**config.mk**
```make
export PLATFORM = sky130hd
export DESIGN_NAME = rtc_regfile
export DESIGN_NICKNAME = d
export VERILOG_FILES = /design/src/rtl/rtc_regfile_pkg.sv /design/src/rtl/rtc_regfile_ctrl.sv /design/src/rtl/rtc_regfile_dp.sv /design/src/rtl/rtc_regfile.sv
export SDC_FILE = /design/constraint.sdc
export NUM_CORES = 1
export LEC_CHECK = 0
export BUFFER_PORTS_ARGS = -buffer_cell sky130_fd_sc_hd__buf_2
export CAP_MARGIN = 40
export CORE_MARGIN = 2
export CORE_UTILIZATION = 30
export CTS_CLUSTER_DIAMETER = 100
export DETAILED_ROUTE_END_ITERATION = 10
export PLACE_DENSITY = 0.53
export REMOVE_ABC_BUFFERS = 1
export SLEW_MARGIN = 20
export SYNTH_ARGS = -nofsm -noshare
export SYNTH_HDL_FRONTEND = slang
export SYNTH_HIERARCHICAL = 1
export SYNTH_SLANG_ARGS = --single-unit
export TNS_END_PERCENT = 5
```
**constraint.sdc**
```tcl
create_clock -name clk -period 3 [get_ports clk]
set_clock_uncertainty 0.05 [all_clocks]
set_input_delay 0.6 -clock clk [delete_from_list [all_inputs] [get_ports clk]]
set_output_delay 0.6 -clock clk [all_outputs]
set_load 0.05 [all_outputs]
```
**src/rtl/rtc_regfile_pkg.sv**
```systemverilog
package rtc_regfile_pkg;
  localparam int AW = 6;
  localparam int NTIME = 7;
  localparam int MAPSIZE = 1 << AW;
  localparam logic [AW-1:0] CTRL_ADDR = AW'(7);
  localparam logic [AW-1:0] RAM_BASE = AW'(8);
  localparam logic [AW-1:0] LAST_ADDR = '1;
  localparam int RAMDEPTH = MAPSIZE - 8;

  typedef struct packed {
    logic snapLoad;
    logic wrEn;
    logic rdEn;
    logic [AW-1:0] addr;
  } strobe_t;
endpackage

```
**src/rtl/rtc_regfile_ctrl.sv**
```systemverilog
module rtc_regfile_ctrl
  import rtc_regfile_pkg::*;
(
  input  logic clk,
  input  logic rstN,
  input  logic busStart,
  input  logic busStop,
  input  logic busRead,
  input  logic byteAck,
  input  logic [AW-1:0] ptrLoad,
  input  logic rdReq,
  output strobe_t strb
);
  logic [AW-1:0] ptr;
  logic needAddr;
  logic inWrite;
  logic addrWr;
  logic dataWr;

  assign addrWr = byteAck && needAddr;
  assign dataWr = byteAck && !needAddr && inWrite;

  always_ff @(posedge clk) begin
    if (!rstN) begin
      ptr <= '0;
      needAddr <= 1'b0;
      inWrite <= 1'b0;
    end else if (busStart) begin
      needAddr <= !busRead;
      inWrite <= !busRead;
    end else if (busStop) begin
      needAddr <= 1'b0;
      inWrite <= 1'b0;
    end else if (addrWr) begin
      ptr <= ptrLoad;
      needAddr <= 1'b0;
    end else if (dataWr || rdReq) begin
      ptr <= ptr + 1'b1;
    end
  end

  always_comb begin
    strb.addr = ptr;
    strb.wrEn = dataWr;
    strb.rdEn = rdReq;
    strb.snapLoad = busStart || busStop || ((dataWr || rdReq) && ptr == LAST_ADDR);
  end


  addr_load_chk: assert property (@(posedge clk) disable iff (!rstN)
    (addrWr && !busStart && !busStop) |=> ptr == $past(ptrLoad));

  ptr_wrap_chk: assert property (@(posedge clk) disable iff (!rstN)
    (strb.rdEn && !busStart && !busStop && strb.addr == LAST_ADDR) |=> ptr == '0);
endmodule

```
**src/rtl/rtc_regfile_dp.sv**
```systemverilog
module rtc_regfile_dp
  import rtc_regfile_pkg::*;
(
  input  logic clk,
  input  logic rstN,
  input  strobe_t strb,
  input  logic [7:0] wrByte,
  input  logic [8*NTIME-1:0] liveTime,
  input  logic oscFail,
  output logic [7:0] rdData,
  output logic rdValid,
  output logic timeWrEn,
  output logic [2:0] timeWrAddr,
  output logic [7:0] timeWrData,
  output logic chainReset,
  output logic sqwEnable,
  output logic [1:0] rateSel,
  output logic outLevel
);
  logic [7:0] snap [NTIME];
  logic [7:0] ram [RAMDEPTH];
  logic [AW-1:0] ramIdx;
  logic osfQ;
  logic [7:0] readByte;
  logic isTime;

  function automatic logic [7:0] fieldMask(input logic [AW-1:0] a);
    case (a)
      AW'(1), AW'(2): fieldMask = 8'h7F;
      AW'(3): fieldMask = 8'h07;
      AW'(4): fieldMask = 8'h3F;
      AW'(5): fieldMask = 8'h1F;
      default: fieldMask = 8'hFF;
    endcase
  endfunction

  generate
    for (genvar g = 0; g < NTIME; g++) begin : g_snap
      always_ff @(posedge clk) begin
        if (!rstN) snap[g] <= '0;
        else if (strb.snapLoad) snap[g] <= liveTime[8*g +: 8];
      end
    end
  endgenerate

  assign isTime = strb.addr < CTRL_ADDR;
  assign ramIdx = strb.addr - RAM_BASE;

  always_ff @(posedge clk) begin
    if (strb.wrEn && strb.addr >= RAM_BASE) ram[ramIdx] <= wrByte;
  end

  always_ff @(posedge clk) begin
    if (!rstN) begin
      osfQ <= 1'b1;
      sqwEnable <= 1'b0;
      rateSel <= '0;
      outLevel <= 1'b0;
    end else begin
      if (strb.wrEn && strb.addr == CTRL_ADDR) begin
        outLevel <= wrByte[7];
        sqwEnable <= wrByte[4];
        rateSel <= wrByte[1:0];
      end
      if (oscFail) osfQ <= 1'b1;
      else if (strb.wrEn && strb.addr == CTRL_ADDR && !wrByte[5]) osfQ <= 1'b0;
    end
  end

  always_comb begin
    if (isTime) readByte = snap[strb.addr[2:0]] & fieldMask(strb.addr);
    else if (strb.addr == CTRL_ADDR) readByte = {outLevel, 1'b0, osfQ, sqwEnable, 2'b00, rateSel};
    else readByte = ram[ramIdx];
  end

  always_ff @(posedge clk) begin
    if (!rstN) begin
      rdData <= '0;
      rdValid <= 1'b0;
    end else begin
      rdValid <= strb.rdEn;
      if (strb.rdEn) rdData <= readByte;
    end
  end

  assign timeWrEn = strb.wrEn && isTime;
  assign timeWrAddr = strb.addr[2:0];
  assign timeWrData = wrByte;
  assign chainReset = strb.wrEn && strb.addr == '0;


  rd_valid_chk: assert property (@(posedge clk) disable iff (!rstN)
    strb.rdEn |=> rdValid);

  snap_hold_chk: assert property (@(posedge clk) disable iff (!rstN)
    !strb.snapLoad |=> $stable(snap[0]));

  chain_chk: assert property (@(posedge clk) disable iff (!rstN)
    chainReset |-> (timeWrEn && timeWrAddr == 3'd0));

  osf_set_chk: assert property (@(posedge clk) disable iff (!rstN)
    $rose(osfQ) |-> $past(oscFail));
endmodule

```
**src/rtl/rtc_regfile.sv**
```systemverilog
module rtc_regfile
  import rtc_regfile_pkg::*;
(
  input  logic clk,
  input  logic rstN,
  input  logic busStart,
  input  logic busStop,
  input  logic busRead,
  input  logic byteAck,
  input  logic [7:0] wrByte,
  input  logic rdReq,
  input  logic [55:0] liveTime,
  input  logic oscFail,
  output logic [7:0] rdData,
  output logic rdValid,
  output logic timeWrEn,
  output logic [2:0] timeWrAddr,
  output logic [7:0] timeWrData,
  output logic chainReset,
  output logic sqwEnable,
  output logic [1:0] rateSel,
  output logic outLevel
);
  strobe_t strb;

  rtc_regfile_ctrl u_ctrl (
    .clk(clk), .rstN(rstN), .busStart(busStart), .busStop(busStop),
    .busRead(busRead), .byteAck(byteAck), .ptrLoad(wrByte[AW-1:0]),
    .rdReq(rdReq), .strb(strb)
  );

  rtc_regfile_dp u_dp (
    .clk(clk), .rstN(rstN), .strb(strb), .wrByte(wrByte),
    .liveTime(liveTime), .oscFail(oscFail), .rdData(rdData),
    .rdValid(rdValid), .timeWrEn(timeWrEn), .timeWrAddr(timeWrAddr),
    .timeWrData(timeWrData), .chainReset(chainReset),
    .sqwEnable(sqwEnable), .rateSel(rateSel), .outLevel(outLevel)
  );
endmodule

```
==> summary.txt <==
Outcome
  – Status: completed

STA
  – Hold Vio Cnt, Final: 0
  – Max transition margin: 40.9%
  – Worst Tran Pin Value: 0.864 ns
  – Setup TNS: 0 ns
  – RSZ-0062 raised after global routing: no
  – Pins Over Slew Limit: 0
  – Fin crit share: 98.0%
  – Fmax: 340 MHz
  – Setup WS post-layout: 0.0589 ns
  – Final setup viols: 0
  – Minimum clock period after layout: 2.94 ns

Setup path
  – Crit-path leading delay family: simple AND/OR/NAND/NOR gates
  – CP max-delay cell: dfxtp_1
  – Critical path required time: 2.35 ns
  – Crit-path cells: and3b_2 -> buf_4 -> nand2_1 -> nor3_1 -> buf_2
  – Setup slack, reg-to-reg: 0.09 ns
  – Crit Path Category: reg -> out
  – Crit start category: flop
  – Reg-to-reg startpoint: u_ctrl/ptr[4]
  – Worst Setup End Kind: output port
  – Critical path's largest stage delay: 0.40 ns
  – Worst EP arrival: 2.29 ns
  – Depth of the worst register-to-register path: 8
  – Worst R2R End: u_dp/rdData[2]
  – Crit path buffers/inverters: 2
  – Worst-path fanout max: 10
  – Worst path depth: 5

Clock tree
  – Post-CTS Hold Fix Bufs: 0
  – CTS tree: yes
  – Root Buffer: clkbuf_16
  – TritonCTS buffer count: 53
  – Htree depth: 2
  – CTS sink count: 514
  – Longest Clk Path Bufs: 3
  – Clk_lat worst skew: 0.59 ns
  – CTS clk-pin slew, worst paths: 0.06 ns

Place
  – Buffers on Ports: 85
  – DP Area: 23400 sq um
  – Placer congestion estimate: 0.911
  – DP HPWL: 37200 um
  – Dpl ws: 0.0847 ns

Global route
  – Global-route usage over all layers: 15.4%
  – Pin count of the biggest net entering global routing: 59
  – Global-route wire length before repair: 83200 um
  – Initial antenna violation count: 0
  – Number of global-route vias before repair: 12.4k
  – Global route total overflow: 0

Final layout
  – Design area: 25200 sq um
  – Layout cells sized above 1: 28.8%
  – Layout Area Growth over Synthesis: 19.4%
  – Layout Nets: 1514
  – Antenna Cells: 0
  – Fin util: 36.1%

Worst hold path
  – Hold Path Origin: oscFail
  – Hold Crit Depth: 2
  – Type of the tightest min-delay check: in -> reg
  – Hold Crit Endpoint: u_dp/osfQ

Synth
  – Synth Register Bits: 514
  – Area share of the largest cell type after synthesis: 70.0%
  – Number of library cell types mapped by synthesis: 76
  – Syn. warnings: 6
  – Main synth FF type: edfxtp_1
  – Post-Syn Area per Cell: 17.1 sq um
  – Post-synth ARST share: 0%
  – Synth Instances: 1235
  – Post-Syn Area: 21100 sq um
  – EDFF count, synth: 492
  – Dominant cell type by area after synthesis: edfxtp_1
  – Sequential area share after synthesis: 72.0%
  – Synth top area cells: edfxtp_1 70%, mux4_2 6.9%, mux2i_1 3.4%

Floorplan
  – Io pins: 98
  – Row Count: 97
  – Starting density of the core: 30.2%
  – Die width: 269 um
  – Core Box Area: 69900 sq um
  – Die Area: 72500 sq um
  – Die extent in y: 269 um

Detailed routing
  – First-pass detailed-route iteration total: 7
  – DRC viols: 0
  – WL/cell: 23.3 um
  – Initial drt markers: 1107
  – Antenna viol nets, final: 0
  – WL final: 56500 um
  – Via count: 12.0k
  – Via density: 4.97

Power and ir drop
  – Peak supply drop: 0.000437 V
  – Pwr Total: 15.4 mW
  – PD cells: 610 nW/um^2
  – Leak: 8.50 nW

Run
  – Max cap viols: 0
## state kept, by name (all words and copies together) (netlist names)
register,flops
u_ctrl/inWrite,1
u_dp/rdData,8
u_dp/osfQ,1
u_dp/outLevel,1
u_dp/rateSel,2
u_dp/ram,448
u_ctrl/needAddr,1
u_dp/rdValid,1
u_ctrl/ptr,6
u_dp/snap,44
u_dp/sqwEnable,1
## worst max path at each step
stage,start,end,slack [ns]
2_1_floorplan,u_ctrl/ptr[0],u_dp/snap[0][0],-6.08
3_3_place_gp,u_ctrl/ptr[0],u_dp/rdData[5],0.08
3_5_place_dp,u_ctrl/ptr[0],u_dp/rdData[5],0.08
4_1_cts,u_ctrl/ptr[0],timeWrEn,0.03
5_1_grt,u_ctrl/needAddr,chainReset,0.04
6_report,u_ctrl/needAddr,chainReset,0.06
## cells by family (layout without fill, tap and decap cells)
family	Yosys count	in the layout	synth area share [%]
AOI/OAI and AO/OA	170	170	5.68
xor gates and xnor gates	2	2	0.0830
adders and majority gates	2	2	0.118
buffers and inverters	99	349	2.84
DFF	514	514	72.0
muxes	171	171	12.9
and+or+nand+nor	277	277	6.29
## final cells by class
| cell class | count | area, sq um |
|---|---|---|
| multi-input cells | 622 | 5310 |
| flip-flops and latches | 514 | 15200 |
| repair buffers | 239 | 1730 |
| well taps | 940 | 1180 |
| clock buffers | 68 | 1440 |
| fillers | 6660 | 44700 |
| clock inverters | 32 | 312 |
| inverters | 10 | 37.5 |
## report_power, final
group,internal [mW],switching [mW]
Combinational,0.330,0.537
Sequential,7.92,0.0406
Clock,3.89,2.67
Total,12.1,3.25
## what timing repair did
item / 4_1_cts / 5_1_grt
resized for setup: 0 / 2
setup endpoints to repair: 0 / 3
hold endpoints to repair: 0 / 0
buffers inserted: 0 / 5
## cells in the mapped netlist, drive strengths merged, types with 7 or more instances
cell type	number
edfxtp	492
inv	10
o221ai	11
and3	50
nor2	95
a21oi	24
o21ai	31
mux4	76
mux2	24
a211oi	10
nand3	20
o22ai	18
mux2i	71
nor3	7
nor2b	8
dfxtp	22
nand2	65
nand2b	7
a31oi	9
a22oi	12
clkbuf	30
buf	59
## worst register-to-register path: cells and delay by family (launching register included)
family | cells | cell delay, ns
AO/OA/AOI/OAI | 3 | 1.21
flip-flops | 1 | 0.49
AND/OR/NAND/NOR | 2 | 0.44
adder cells (fa/ha/maj) | 1 | 0.42
buffers and inverters | 2 | 0.26
## cells in the final DEF, fill, tap and decap left out, types with 7 or more instances in the layout
| cell type | instances |
|---|---|
| edfxtp_1 | 492 |
| buf_4 | 143 |
| nor2_1 | 94 |
| buf_2 | 84 |
| mux2i_1 | 71 |
| nand2_1 | 65 |
| mux4_2 | 65 |
| clkbuf_16 | 55 |
| and3_1 | 49 |
| o21ai_0 | 31 |
| a21oi_1 | 24 |
| mux2_2 | 24 |
| nand3_1 | 20 |
| dfxtp_1 | 19 |
| o22ai_1 | 18 |
| clkinv_2 | 15 |
| clkbuf_1 | 12 |
| a22oi_1 | 12 |
| o221ai_1 | 11 |
| mux4_1 | 11 |
| buf_12 | 10 |
| inv_1 | 10 |
| a211oi_1 | 10 |
| a31oi_1 | 9 |
| clkinv_1 | 8 |
| nor2b_1 | 8 |
| nor3_1 | 7 |
## per-stage QoR
step	hold slack, ns	instances
after detailed placement	0.450	2320
after global routing	0.144	2425
after floorplan	0.413	1146
final	0.151	2425
after CTS	0.124	2420
after global placement	0.442	2319
## metal layers
layer | vias to the layer above | wire [um] | part of all wire (%) | global-route usage [%]
met5 | - | 0 | 0 | 0
met4 | 0 | 1660 | 2.9 | 5.04
met3 | 89 | 3010 | 5.3 | 2.62
met2 | 364 | 26400 | 47 | 24.5
met1 | 6251 | 25500 | 45 | 21.4
li1 | 5345 | - | - | -
(Power assumes the default switching activity.)
